### src/rtl/llw_pkg.sv
`timescale 1ns/1ps
package llw_pkg;
  localparam int WORD_W     = 32;
  localparam int DESC_WORDS = 6;
  localparam int IDX_W      = $clog2(DESC_WORDS);
  localparam int DESC_BYTES = DESC_WORDS * (WORD_W / 8);

  // word positions inside a descriptor
  localparam int W_CTRL   = 0;
  localparam int W_LEN    = 1;
  localparam int W_SRC_LO = 2;
  localparam int W_SRC_HI = 3;
  localparam int W_DST_LO = 4;
  localparam int W_DST_HI = 5;

  // control word bit positions
  localparam int CB_CYCLE = 0;
  localparam int CB_LINK  = 1;
  localparam int CB_LIE   = 3;
  localparam int CB_RIE   = 4;

  typedef enum logic [2:0] {
    ST_IDLE, ST_GO_CTRL, ST_CTRL, ST_GO_BODY,
    ST_BODY, ST_LINK, ST_CMD, ST_CPL
  } walk_st_t;
endpackage

### src/rtl/llw_word_fetch.sv
`timescale 1ns/1ps
module llw_word_fetch import llw_pkg::*; #(
  parameter int ADDR_W = 32
) (
  input  logic              clk,
  input  logic              rst_n,
  input  logic              go,
  input  logic [ADDR_W-1:0] base,
  input  logic [IDX_W-1:0]  first,
  input  logic [IDX_W-1:0]  last,
  output logic              mem_req_valid,
  input  logic              mem_req_ready,
  output logic [ADDR_W-1:0] mem_req_addr,
  input  logic              mem_rsp_valid,
  input  logic [WORD_W-1:0] mem_rsp_data,
  output logic              w_valid,
  output logic [IDX_W-1:0]  w_idx,
  output logic [WORD_W-1:0] w_data,
  output logic              done
);
  logic              active, waiting;
  logic [IDX_W-1:0]  idx, last_q;
  logic [ADDR_W-1:0] base_q;

  assign mem_req_valid = active && !waiting;
  assign mem_req_addr  = base_q + ADDR_W'({idx, 2'b00});
  assign w_valid       = active && waiting && mem_rsp_valid;
  assign w_idx         = idx;
  assign w_data        = mem_rsp_data;
  assign done          = w_valid && (idx == last_q);

  always_ff @(posedge clk or negedge rst_n) begin
    if (!rst_n) begin
      active  <= 1'b0;
      waiting <= 1'b0;
      idx     <= '0;
      last_q  <= '0;
      base_q  <= '0;
    end else if (go) begin
      active  <= 1'b1;
      waiting <= 1'b0;
      idx     <= first;
      last_q  <= last;
      base_q  <= base;
    end else if (active) begin
      if (!waiting && mem_req_ready) begin
        waiting <= 1'b1;
      end else if (waiting && mem_rsp_valid) begin
        waiting <= 1'b0;
        if (idx == last_q) active <= 1'b0;
        else               idx    <= idx + 1'b1;
      end
    end
  end
endmodule

### src/rtl/llw_irq_status.sv
`timescale 1ns/1ps
module llw_irq_status (
  input  logic clk,
  input  logic rst_n,
  input  logic done_loc_ev,
  input  logic done_rem_ev,
  input  logic abort_ev,
  input  logic clr_done,
  input  logic clr_abort,
  output logic irq_done_loc,
  output logic irq_done_rem,
  output logic irq_abort,
  output logic st_done,
  output logic st_abort
);
  always_ff @(posedge clk or negedge rst_n) begin
    if (!rst_n) begin
      irq_done_loc <= 1'b0;
      irq_done_rem <= 1'b0;
      irq_abort    <= 1'b0;
      st_done      <= 1'b0;
      st_abort     <= 1'b0;
    end else begin
      irq_done_loc <= done_loc_ev;
      irq_done_rem <= done_rem_ev;
      irq_abort    <= abort_ev;
      // a new event wins over a clear in the same cycle
      st_done      <= done_loc_ev | done_rem_ev | (st_done & ~clr_done);
      st_abort     <= abort_ev | (st_abort & ~clr_abort);
    end
  end
endmodule

### src/rtl/ll_dma_walker.sv
`timescale 1ns/1ps
module ll_dma_walker import llw_pkg::*; #(
  parameter int ADDR_W   = 32,
  parameter int SYS_AW   = 64,
  parameter bit READ_DIR = 1'b0
) (
  input  logic              clk,
  input  logic              rst_n,
  input  logic              db_valid,
  input  logic              db_load,
  input  logic [ADDR_W-1:0] db_addr,
  output logic              mem_req_valid,
  input  logic              mem_req_ready,
  output logic [ADDR_W-1:0] mem_req_addr,
  input  logic              mem_rsp_valid,
  input  logic [31:0]       mem_rsp_data,
  output logic              cmd_valid,
  input  logic              cmd_ready,
  output logic [SYS_AW-1:0] cmd_src,
  output logic [SYS_AW-1:0] cmd_dst,
  output logic [31:0]       cmd_len,
  output logic              cmd_dir,
  input  logic              cpl_valid,
  input  logic              cpl_err,
  output logic              irq_done_loc,
  output logic              irq_done_rem,
  output logic              irq_abort,
  output logic              st_done,
  output logic              st_abort,
  input  logic              clr_done,
  input  logic              clr_abort,
  output logic [ADDR_W-1:0] err_addr,
  output logic              busy,
  output logic              cons_cycle
);
  localparam int PTR_W = 2 * WORD_W;

  walk_st_t          st;
  logic [ADDR_W-1:0] ptr;
  logic              cyc;
  logic [WORD_W-1:0] len_q;
  logic [PTR_W-1:0]  src_q, dst_q;
  logic              lnk_q, lie_q, rie_q;

  logic              f_go, f_wvalid, f_done;
  logic [IDX_W-1:0]  f_first, f_last, f_widx;
  logic [WORD_W-1:0] f_wdata;
  logic              abort_ev, done_loc_ev, done_rem_ev, cpl_ok;

  assign f_go    = (st == ST_GO_CTRL) || (st == ST_GO_BODY);
  assign f_first = (st == ST_GO_BODY) ? (lnk_q ? IDX_W'(W_SRC_LO) : IDX_W'(W_LEN))
                                      : IDX_W'(W_CTRL);
  assign f_last  = (st == ST_GO_BODY) ? (lnk_q ? IDX_W'(W_SRC_HI) : IDX_W'(W_DST_HI))
                                      : IDX_W'(W_CTRL);

  llw_word_fetch #(.ADDR_W(ADDR_W)) u_fetch (
    .clk(clk), .rst_n(rst_n), .go(f_go), .base(ptr),
    .first(f_first), .last(f_last),
    .mem_req_valid(mem_req_valid), .mem_req_ready(mem_req_ready),
    .mem_req_addr(mem_req_addr), .mem_rsp_valid(mem_rsp_valid),
    .mem_rsp_data(mem_rsp_data), .w_valid(f_wvalid), .w_idx(f_widx),
    .w_data(f_wdata), .done(f_done)
  );

  assign cpl_ok      = (st == ST_CPL) && cpl_valid && !cpl_err;
  assign done_loc_ev = cpl_ok && lie_q;
  assign done_rem_ev = cpl_ok && rie_q;
  assign abort_ev    = ((st == ST_BODY) && f_done && !lnk_q && (len_q == '0)) ||
                       ((st == ST_CPL) && cpl_valid && cpl_err);

  llw_irq_status u_status (
    .clk(clk), .rst_n(rst_n),
    .done_loc_ev(done_loc_ev), .done_rem_ev(done_rem_ev), .abort_ev(abort_ev),
    .clr_done(clr_done), .clr_abort(clr_abort),
    .irq_done_loc(irq_done_loc), .irq_done_rem(irq_done_rem), .irq_abort(irq_abort),
    .st_done(st_done), .st_abort(st_abort)
  );

  // descriptor word capture
  always_ff @(posedge clk or negedge rst_n) begin
    if (!rst_n) begin
      len_q <= '0;
      src_q <= '0;
      dst_q <= '0;
      lnk_q <= 1'b0;
      lie_q <= 1'b0;
      rie_q <= 1'b0;
    end else if (f_wvalid) begin
      case (f_widx)
        IDX_W'(W_CTRL): begin
          lnk_q <= f_wdata[CB_LINK];
          lie_q <= f_wdata[CB_LIE];
          rie_q <= f_wdata[CB_RIE];
        end
        IDX_W'(W_LEN):    len_q               <= f_wdata;
        IDX_W'(W_SRC_LO): src_q[WORD_W-1:0]   <= f_wdata;
        IDX_W'(W_SRC_HI): src_q[PTR_W-1:WORD_W] <= f_wdata;
        IDX_W'(W_DST_LO): dst_q[WORD_W-1:0]   <= f_wdata;
        IDX_W'(W_DST_HI): dst_q[PTR_W-1:WORD_W] <= f_wdata;
        default: ;
      endcase
    end
  end

  // walk sequencer
  always_ff @(posedge clk or negedge rst_n) begin
    if (!rst_n) begin
      st       <= ST_IDLE;
      ptr      <= '0;
      cyc      <= 1'b1;
      err_addr <= '0;
    end else begin
      if (abort_ev) err_addr <= ptr;
      case (st)
        ST_IDLE: if (db_valid) begin
          if (db_load) begin
            ptr <= db_addr;
            cyc <= 1'b1;
          end
          st <= ST_GO_CTRL;
        end
        ST_GO_CTRL: st <= ST_CTRL;
        ST_CTRL: if (f_done) begin
          st <= (f_wdata[CB_CYCLE] == cyc) ? ST_GO_BODY : ST_IDLE;
        end
        ST_GO_BODY: st <= ST_BODY;
        ST_BODY: if (f_done) begin
          if (lnk_q)              st <= ST_LINK;
          else if (len_q == '0)   st <= ST_IDLE;
          else                    st <= ST_CMD;
        end
        ST_LINK: begin
          ptr <= src_q[ADDR_W-1:0];
          cyc <= ~cyc;
          st  <= ST_GO_CTRL;
        end
        ST_CMD: if (cmd_ready) st <= ST_CPL;
        ST_CPL: if (cpl_valid) begin
          if (cpl_err) st <= ST_IDLE;
          else begin
            ptr <= ptr + ADDR_W'(DESC_BYTES);
            st  <= ST_GO_CTRL;
          end
        end
        default: st <= ST_IDLE;
      endcase
    end
  end

  assign cmd_valid  = (st == ST_CMD);
  assign cmd_src    = src_q[SYS_AW-1:0];
  assign cmd_dst    = dst_q[SYS_AW-1:0];
  assign cmd_len    = len_q;
  assign cmd_dir    = READ_DIR;
  assign busy       = (st != ST_IDLE);
  assign cons_cycle = cyc;
endmodule

### config.mk
export PLATFORM = sky130hd
export DESIGN_NAME = ll_dma_walker
export DESIGN_NICKNAME = d
export VERILOG_FILES = /design/src/rtl/llw_pkg.sv /design/src/rtl/llw_word_fetch.sv /design/src/rtl/llw_irq_status.sv /design/src/rtl/ll_dma_walker.sv
export SDC_FILE = /design/constraint.sdc
export NUM_CORES = 1
export LEC_CHECK = 0
export BUFFER_PORTS_ARGS = -buffer_cell sky130_fd_sc_hd__buf_2
export CELL_PAD_IN_SITES_DETAIL_PLACEMENT = 0
export CELL_PAD_IN_SITES_GLOBAL_PLACEMENT = 1
export CORE_ASPECT_RATIO = 1.2
export CORE_MARGIN = 2
export CORE_UTILIZATION = 47
export CTS_BUF_LIST = sky130_fd_sc_hd__clkbuf_2 sky130_fd_sc_hd__clkbuf_4 sky130_fd_sc_hd__clkbuf_8
export DETAILED_ROUTE_END_ITERATION = 8
export HOLD_SLACK_MARGIN = 0.05
export PLACE_DENSITY = 0.87
export SKIP_LAST_GASP = 1
export SYNTH_ARGS = -nofsm -noshare
export SYNTH_HDL_FRONTEND = slang
export SYNTH_SLANG_ARGS = --single-unit
### constraint.sdc
create_clock -name clk -period 5.77 [get_ports clk]
set_input_delay 1.154 -clock clk [delete_from_list [all_inputs] [get_ports clk]]
set_output_delay 1.154 -clock clk [all_outputs]
set_load 0.03 [all_outputs]
==> metrics.txt, run 1 <==
number of synthesized register bits 276; total wire length 33,690 um; Post-synth EDFFs 0; count leader, synth dfrtp_1; RR Startpoint st[1]; crit path max fanout 5; final instance area 15,220 sq um; worst hold start u_fetch.base_q[0]; core area 26,190 sq um; RSZ-0062 raised after global routing no; Syn Std Cell Area 12,450 sq um; cells after synthesis 1,043; share of layout cells above drive strength 1 0.4397; Reg clk slew, reported paths 0.07 ns; CTS tree yes; CTS H-Tree Depth 2; Fin. Hold Viols 0; clk_skew 0.02017 ns; Post-synth ARST share 1.000; leading area contributor after synthesis dfrtp_1; Slew @ Worst Pin 1.186 ns; Ports 309; setup bufs post-CTS 0; grt ovf 0; synth-to-layout area growth 22.17%; DP HPWL 23,950 um; first-pass GRT wire length 52,940 um; Hold/Removal Path Class register to register; critical path data required time 4.62 ns; Net Switching 4139 uW; DR pass1 iterations 5; CP top delay family adder cells; Crit. End Element output pin; die area 27,820 sq um; Die X 152.6 um; sequential share of power 0.372; Nets 1,430; dpl cell area 14,250 sq um; # DRC 0; Post-synth top flop dfrtp_1; Worst path max stage delay 0.44 ns; Leak 0.007932 uW; GP Congestion 0.8429; Crit-path slowest cell dfrtp_1; Yosys top cell area share 0.5525; Hold Crit Endpoint u_fetch.base_q[0]; post_cts resized 0; largest net degree at the start of global routing 128; die height 182.3 um; Synth cell types 68; worst reg2reg path depth 6; Vias/cell 5.463; register area share after synthesis 0.5547; crit share post-route 0.6803; switching fraction of total power 0.4423; maxcap violations 0; initial core utilization 0.4756; clock latency on the worst-skew pair 0.54 ns; non-filler cells, final 1,713; power per standard cell area 615.0 nW/um^2; synthesized area per cell 11.94 sq um; WS Path Type register to output pin; status complete, no violations; Std-Cell Rows 65; PortBufs 307; vias post-DR 9,358; Worst Path Arrival 2.77 ns; final setup TNS 0 ns; initial antenna violation count 3; Worst VDD drop 0.3545 mV; Clk pwr share 0.194; routed len/inst 19.67 um; DRT antenna net count 0; Startpoint Class register; Logic pwr share 0.435; Reg-to-Reg End err_addr[0]; Commonest cells post-synth dfrtp_1, mux2_2, nand2_1; Slew Limit Headroom 0.2027; clock root cell clkbuf_8; Slew Limit Fails 0; hold depth 2; WHS 0.4764 ns; worst reg2reg setup slack 2.72 ns; GRT Total Usage 0.2369; Setup Viol. Count Final 0; CTS buffer count 43; Internal 5219 uW; CTS Hold Buffers Added 0; Peak Freq 254.7 MHz; DR iter-0 viols 624; Syn Nets 1,128; Placed Cells 1,635; critical path, cell by cell ha_1 -> fa_1 -> a21o_1 -> and3_1 -> and2_1 -> nand3_1 -> xnor2_1 -> buf_2; Overall Power 9358 uW; clock buffer depth 3; Tmin final 3.926 ns; vias in the first global route 9,381; Syn. warnings 0; CP Buf/Inv Count 1; Fill cells 2,251; clk sinks 276; synth top area cells dfrtp_1, mux2_2, nand2_1
[cell type report]
cell class              count  area [sq um]  area share
repair buffers            319          1649      0.1084
inverters                  14         52.55    0.003454
clock buffers              67         834.6     0.05485
flip-flops and latches    276          6908      0.4540
clock inverters             9         127.6    0.008387
well taps                 335         419.2     0.02755
multi-input cells         691          5220      0.3431
diodes                      2         5.005   0.0003289
[worst register-to-register path, cell delays in order (launching register included)]
cell     delay [ns]
dfrtp_1        0.37
inv_1          0.63
nor2_1         0.48
and3_1         0.35
a31oi_4        0.13
buf_4          0.53
mux2_2         0.44
[metrics by stage]
step                worst slack, ns    util
global route                  1.666  0.5809
detailed placement            2.393  0.5441
floorplan                     2.441       -
global placement              2.461  0.5441
finish                        1.844  0.5810
CTS                           1.816  0.5808
[registers in the layout (all words and copies together) (netlist names)]
register	count
u_status.irq_done_rem	1
u_status.st_abort	1
cmd_len	32
u_status.irq_done_loc	1
u_fetch.base_q	32
u_fetch.waiting	1
cmd_dst	64
cmd_src	64
u_fetch.w_idx	3
u_status.irq_abort	1
u_fetch.last_q	3
st	3
cons_cycle	1
rie_q	1
u_status.st_done	1
err_addr	32
lnk_q	1
lie_q	1
u_fetch.active	1
ptr	32
[cell families after synthesis]
family / Yosys count / synth area share
AO/OA/AOI/OAI: 165 / 0.08560
XOR/XNOR: 37 / 0.02602
adder cells (fa/ha/maj): 10 / 0.01065
buffers and inverters: 76 / 0.02722
flip-flops: 276 / 0.5547
multiplexers: 197 / 0.1864
other: 1 / 0.0003011
AND/OR/NAND/NOR: 281 / 0.1092
[per-layer routing]
metal	track usage	wire length (um)	vias to the layer above
met5	0	10	-
met4	0.09333	1221	2
met3	0.05224	2043	82
met2	0.3831	16010	312
met1	0.3134	14400	4652
li1	-	-	4310
[worst max-delay path by stage]
stage                           startpoint               end  slack (ns)  cells past startpoint
final                     u_fetch.w_idx[0]  mem_req_addr[14]        1.84                      8
after global routing      u_fetch.w_idx[2]  mem_req_addr[27]        1.67                      7
after CTS                 u_fetch.w_idx[0]  mem_req_addr[14]        1.82                      8
after detailed placement  u_fetch.w_idx[0]  mem_req_addr[14]        2.39                      8
after global placement    u_fetch.w_idx[0]  mem_req_addr[14]        2.46                      8
after floorplan           u_fetch.w_idx[0]  mem_req_addr[12]        2.44                      7
[placed cells by master, fill, tap and decap left out, types with 16 or more instances in the layout]
cell	Yosys	final
buf_2	12	306
nor2_1	40	40
a21oi_1	51	51
mux2_2	167	167
and3_1	26	26
nand3_1	18	16
dfrtp_1	275	275
mux2_4	28	28
o21ai_0	38	38
nand2_1	132	132
xnor2_1	23	23
clkbuf_8	0	53
[power by group through the flow]
stage               sequential [uW]  combinational, uW  clock, uW
floorplan                      4370               1870          0
finish                         3480               4070       1810
detailed placement             3490               4080          0
global placement               3450               4030          0
CTS                            3470               4100       1860
global route                   3600               4350       1950
Note: power is estimated with default switching activity, not from simulation.
==> inputs of run 2 (changes only) <==
CORE_UTILIZATION = 39   (was 47)
PLACE_DENSITY = 0.77   (was 0.87)
clock period = 3.4 ns   (was 5.77 ns; I/O delays follow)
==> metrics.txt, run 2 (synthesis results as in run 1) <==
DRT antenna net count 0 (unchanged); Crit-path slowest cell dfrtp_2 (was dfrtp_1); Worst VDD drop 0.4761 mV (was 0.3545 mV); Clk pwr share 0.189 (was 0.194); Hold/Removal Path Class input pin to async pin (was register to register); Fill cells 2,916 (was 2,251); crit path max fanout 5 (unchanged); Internal 8798 uW (was 5219 uW); vias in the first global route 9,485 (was 9,381); core area 31,360 sq um (was 26,190 sq um); Crit. End Element output pin (unchanged); Setup Viol. Count Final 0 (unchanged); Fin. Hold Viols 0 (unchanged); GRT Total Usage 0.2120 (was 0.2369); Worst Path Arrival 2.58 ns (was 2.77 ns); maxcap violations 0 (unchanged); clk_skew 0.02315 ns (was 0.02017 ns); crit share post-route 0.9598; Nets 1,445 (was 1,430); clock root cell clkbuf_8 (unchanged); die area 33,390 sq um (was 27,820 sq um); sequential share of power 0.374 (was 0.372); DR pass1 iterations 4 (was 5); final setup TNS 0 ns (unchanged); Reg-to-Reg End ptr[17] (was err_addr[0]); Logic pwr share 0.437 (was 0.435); switching fraction of total power 0.4469 (was 0.4423); Slew @ Worst Pin 1.032 ns (was 1.186 ns); non-filler cells, final 1,794 (was 1,713); CP top delay family adder cells (unchanged); initial core utilization 0.3972 (was 0.4756); Slew Limit Fails 0 (unchanged); CTS tree yes (unchanged); vias post-DR 9,299 (was 9,358); Ports 309 (unchanged); RSZ-0062 raised after global routing no (unchanged); GP Congestion 0.8392 (was 0.8429); Net Switching 7107 uW (was 4139 uW); Multi-input gate area 5255 sq um (was 5220 sq um); PortBufs 307 (unchanged); Std-Cell Rows 71 (was 65); Placed Cells 1,712 (was 1,635); status complete, no violations (unchanged); CP Buf/Inv Count 1 (unchanged); Leak 0.007984 uW (was 0.007932 uW); initial antenna violation count 4 (was 3); Worst path max stage delay 0.43 ns (was 0.44 ns); die height 199.8 um (was 182.3 um); Die X 167.1 um (was 152.6 um); # DRC 0 (unchanged); worst reg2reg path depth 8 (was 6); RR Startpoint ptr[3] (was st[1]); DP HPWL 26,010 um (was 23,950 um); Vias/cell 5.183 (was 5.463); clock latency on the worst-skew pair 0.58 ns (was 0.54 ns); commonest non-fill, non-tap cell in the layout buf_2 (unchanged); Startpoint Class register (unchanged); share of layout cells above drive strength 1 0.4558 (was 0.4397); grt ovf 0 (unchanged); WS Path Type register to output pin (unchanged); Tmin final 3.263 ns; first-pass GRT wire length 55,280 um (was 52,940 um); largest net degree at the start of global routing 103 (was 128); DR iter-0 viols 491 (was 624); CTS Hold Buffers Added 0 (unchanged); register area 6913 sq um (was 6908 sq um); routed len/inst 19.95 um (was 19.67 um); Slew Limit Headroom 0.3119 (was 0.2027); worst reg2reg setup slack 1.02 ns (was 2.72 ns); power per standard cell area 1030 nW/um^2 (was 615.0 nW/um^2); CTS buffer count 45 (was 43); total wire length 35,790 um (was 33,690 um); critical path, cell by cell ha_2 -> fa_2 -> a21o_1 -> and3_4 -> and2_2 -> nand3_1 -> xnor2_1 -> buf_4 (was ha_1 -> fa_1 -> a21o_1 -> and3_1 -> and2_1 -> nand3_1 -> xnor2_1 -> buf_2); most frequent cells in the layout buf_2, dfrtp_1, mux2_2, nand2_1, clkbuf_8 (unchanged); clock buffer depth 3 (unchanged); clk sinks 276 (unchanged); Peak Freq 306.4 MHz; critical path data required time 2.72 ns (was 4.62 ns); synth-to-layout area growth 23.98% (was 22.17%); CTS H-Tree Depth 2 (unchanged); Reg clk slew, reported paths 0.07 ns (about the same)
-- run 2: changes by cell type in the layout (fill, tap and decap cells not counted), sizes merged --
cell | before | now
clkbuf | 67 | 71
buf | 319 | 332
inv | 16 | 14
clkinvlp | 0 | 3
bufinv | 3 | 0
-- run 2: area by class of cell --
type | instances | share of cell area
Timing Repair Buffer | 332 | 0.1146
Antenna cell | 2 | 0.0003241
Sequential cell | 276 | 0.4477
Inverter | 14 | 0.003403
Clock inverter | 7 | 0.002755
Multi-Input combinational cell | 691 | 0.3403
Tap cell | 401 | 0.03249
Clock buffer | 71 | 0.05842
-- run 2: timing repair --
action                                  CTS  global route
pin swaps                                 1             1
resized for setup                        12             3
endpoints found under the setup margin   16            12
buffers inserted                          0             2
-- run 2: worst max path at each step --
stage                          start                to  slack, ns  depth (start not counted)
global placement    u_fetch.w_idx[2]  mem_req_addr[27]       0.51                          7
finish              u_fetch.w_idx[0]  mem_req_addr[14]       0.14                          8
CTS                 u_fetch.w_idx[2]  mem_req_addr[27]     -0.004                          7
global route        u_fetch.w_idx[2]  mem_req_addr[27]       0.02                          8
detailed placement  u_fetch.w_idx[0]  mem_req_addr[14]       0.48                          8
floorplan           u_fetch.w_idx[0]  mem_req_addr[12]       0.54                          7
-- run 2: layer usage --
layer,wire length [um],vias to the layer above,share of wire,GRT usage
met5,30,-,0.00084,0
met4,1067,4,0.030,0.08262
met3,2126,66,0.059,0.05205
met2,17340,277,0.48,0.3439
met1,15220,4614,0.43,0.2764
li1,-,4338,-,-
-- run 2: through the flow --
stage | total power [uW] | instance area [sq um] | utilization | setup WS, ns | hold slack, ns
floorplan | 10580 | 12450 | - | 0.5445 | 0.3844
global placement | 12800 | 14440 | 0.4603 | 0.5097 | 0.4616
detailed placement | 12950 | 14440 | 0.4603 | 0.4795 | 0.4596
CTS | 16060 | 15420 | 0.4916 | -0.003968 | 0.1814
global route | 16850 | 15440 | 0.4922 | 0.01798 | 0.2035
finish | 15910 | 15440 | 0.4924 | 0.1368 | 0.1869
-- run 2: power groups by stage --
stage	clock, uW	combinational [uW]	sequential, uW
after floorplan	0	3170	7420
after global placement	0	6890	5920
after detailed placement	0	6970	5980
after CTS	3100	7020	5940
after global routing	3250	7460	6140
final	3010	6950	5950
==> inputs of run 3 (changes only) <==
CORE_UTILIZATION = 38   (was 39)
CTS_BUF_LIST = sky130_fd_sc_hd__clkbuf_16   (was sky130_fd_sc_hd__clkbuf_2 sky130_fd_sc_hd__clkbuf_4 sky130_fd_sc_hd__clkbuf_8)
PLACE_DENSITY = 0.75   (was 0.77)
==> metrics.txt, run 3 (synthesis results as in run 1) <==
largest net degree at the start of global routing 92 (was 103); Nets 1,423 (was 1,445); Overall Power 15,800 uW (was 15,910 uW); vias post-DR 9,277 (was 9,299); CTS buffer count 29 (was 45); share of layout cells above drive strength 1 0.4296 (was 0.4558); setup bufs post-CTS 0 (unchanged); Setup Viol. Count Final 0 (unchanged); first-pass GRT wire length 56,500 um (was 55,280 um); Std-Cell Rows 72 (was 71); vias in the first global route 9,522 (was 9,485); status complete, no violations (unchanged); dpl cell area 14,430 sq um (was 14,440 sq um); Slew Limit Fails 0 (unchanged); clk_skew 0.01156 ns (was 0.02315 ns); crit path max fanout 5 (unchanged); power per standard cell area 1031 nW/um^2 (was 1030 nW/um^2); PortBufs 307 (unchanged); clock root cell clkbuf_16 (was clkbuf_8); DP HPWL 26,130 um (was 26,010 um); die height 202.3 um (was 199.8 um); Worst path max stage delay 0.45 ns (was 0.43 ns); routed len/inst 20.34 um (was 19.95 um); Worst VDD drop 0.5457 mV (was 0.4761 mV); RSZ-0062 raised after global routing yes (was no); Fin. Hold Viols 0 (unchanged); Startpoint Class register (unchanged); DR pass1 iterations 5 (was 4); crit share post-route 0.9628 (was 0.9598); sequential share of power 0.376 (was 0.374); WHS 0.1560 ns (was 0.1869 ns); maxcap violations 0 (unchanged); critical path, cell by cell ha_2 -> fa_2 -> a21o_1 -> and3_2 -> and2_4 -> nand3_1 -> xnor2_1 -> buf_4 (was ha_2 -> fa_2 -> a21o_1 -> and3_4 -> and2_2 -> nand3_1 -> xnor2_1 -> buf_4); Clk pwr share 0.183 (was 0.189); CTS tree yes (unchanged); # DRC 0 (unchanged); most frequent cells in the layout buf_2, dfrtp_1, mux2_2, nand2_1, a21oi_1 (was buf_2, dfrtp_1, mux2_2, nand2_1, clkbuf_8); Ports 309 (unchanged); synth-to-layout area growth 23.00% (was 23.98%); Slew Limit Headroom 0.3124 (was 0.3119); Fill cells 3,011 (was 2,916); Crit. End Element output pin (unchanged); Vias/cell 5.253 (was 5.183); GP Congestion 0.8303 (was 0.8392); WS Path Type register to output pin (unchanged); Logic pwr share 0.441 (was 0.437); GRT Total Usage 0.2099 (was 0.2120); Peak Freq 305.5 MHz (was 306.4 MHz); fin util 0.4750 (was 0.4924); Net Switching 7072 uW (was 7107 uW); clk sinks 276 (unchanged); DRT antenna net count 0 (unchanged); Slew @ Worst Pin 1.031 ns (was 1.032 ns); grt ovf 0 (unchanged); commonest non-fill, non-tap cell in the layout buf_2 (unchanged); clock buffer depth 3 (unchanged); final instance area 15,320 sq um (was 15,440 sq um); core area 32,250 sq um (was 31,360 sq um); Tmin final 3.274 ns (was 3.263 ns); Crit-path slowest cell dfrtp_2 (unchanged); total wire length 35,930 um (was 35,790 um); CTS Hold Buffers Added 0 (unchanged); final setup TNS 0 ns (unchanged); Reg clk slew, reported paths 0.06 ns (was 0.07 ns); initial antenna violation count 6 (was 4); Die X 169.3 um (was 167.1 um); clock latency on the worst-skew pair 0.55 ns (was 0.58 ns); Hold/Removal Path Class input pin to async pin (unchanged); switching fraction of total power 0.4477 (was 0.4469); CTS H-Tree Depth 1 (was 2); initial core utilization 0.3862 (was 0.3972); Worst Path Arrival 2.59 ns (was 2.58 ns); DR iter-0 viols 511 (was 491); Internal 8725 uW (was 8798 uW); critical path data required time 2.72 ns (about the same); die area 34,240 sq um (was 33,390 sq um); Leak 0.007893 uW (was 0.007984 uW)
[run 3: changes by cell type in the layout (fill, tap and decap cells not counted), moves of 2 or more]
cell       change
buf_2          -2
buf_4          -7
clkbuf_16     +29
clkbuf_4      -10
clkbuf_8      -59
clkinv_1       +9
clkinv_2       -4
inv_1          +7
[run 3: per-layer routing]
metal | global-route usage | part of all wire
met3 | 0.04229 | 0.058
met4 | 0.05739 | 0.019
met5 | 0 | 0.0014
met1 | 0.2787 | 0.43
met2 | 0.3501 | 0.49
[run 3: timing repair]
| item | in CTS | in global routing |
|---|---|---|
| gates resized for setup | 8 | 8 |
| endpoints found under the hold margin | 0 | 0 |
| setup endpoints to repair | 13 | 16 |
| pin swaps | 1 | 3 |
[run 3: path summary, 6_finish.rpt]
check,startpoint,to,slack (ns),depth (start not counted)
worst max-delay path,u_fetch.w_idx[0],mem_req_addr[18],0.13,8
worst max register to register,cmd_len[24],err_addr[27],1.02,6
worst min register to register,u_fetch.base_q[0],u_fetch.base_q[0],0.48,2
max in group asynchronous,rst_n,u_fetch.base_q[14],2.29,2
worst min-delay path,rst_n,cmd_dst[5],0.16,1
min in group clk,clr_abort,u_status.st_abort,0.32,2
[run 3: power groups by stage]
stage,Combinational (uW),Sequential [uW],Clock (uW)
global placement,6920,5910,0
detailed placement,6990,5970,0
finish,6960,5950,2890
CTS,7020,5930,2970
floorplan,3170,7420,0
global route,7470,6160,3090
[run 3: layout make-up]
type	count	area (sq um)	share of cell area
flip-flops and latches	276	6912	0.4512
multi-input cells	691	5253	0.3429
repair buffers	326	1742	0.1137
clock buffers	29	725.7	0.04737
well taps	407	509.2	0.03324
clock inverters	21	120.1	0.007841
inverters	14	52.55	0.003431
diodes	2	5.005	0.0003267
[run 3: stage by stage]
stage / worst slack, ns / cells
floorplan: 0.5445 / 1043
global placement: 0.5099 / 1714
detailed placement: 0.4748 / 1714
CTS: 0.002496 / 1764
global route: 0.002932 / 1766
finish: 0.1263 / 1766
[run 3: critical path: cells and delay by family, from the launching register on]
family	cells	cell delay (ns)
flip-flops	1	0.45
AND/OR/NAND/NOR	3	0.56
XOR/XNOR	1	0.12
AO/OA/AOI/OAI	1	0.19
adder cells (fa/ha/maj)	2	0.58
buffers and inverters	1	0.18
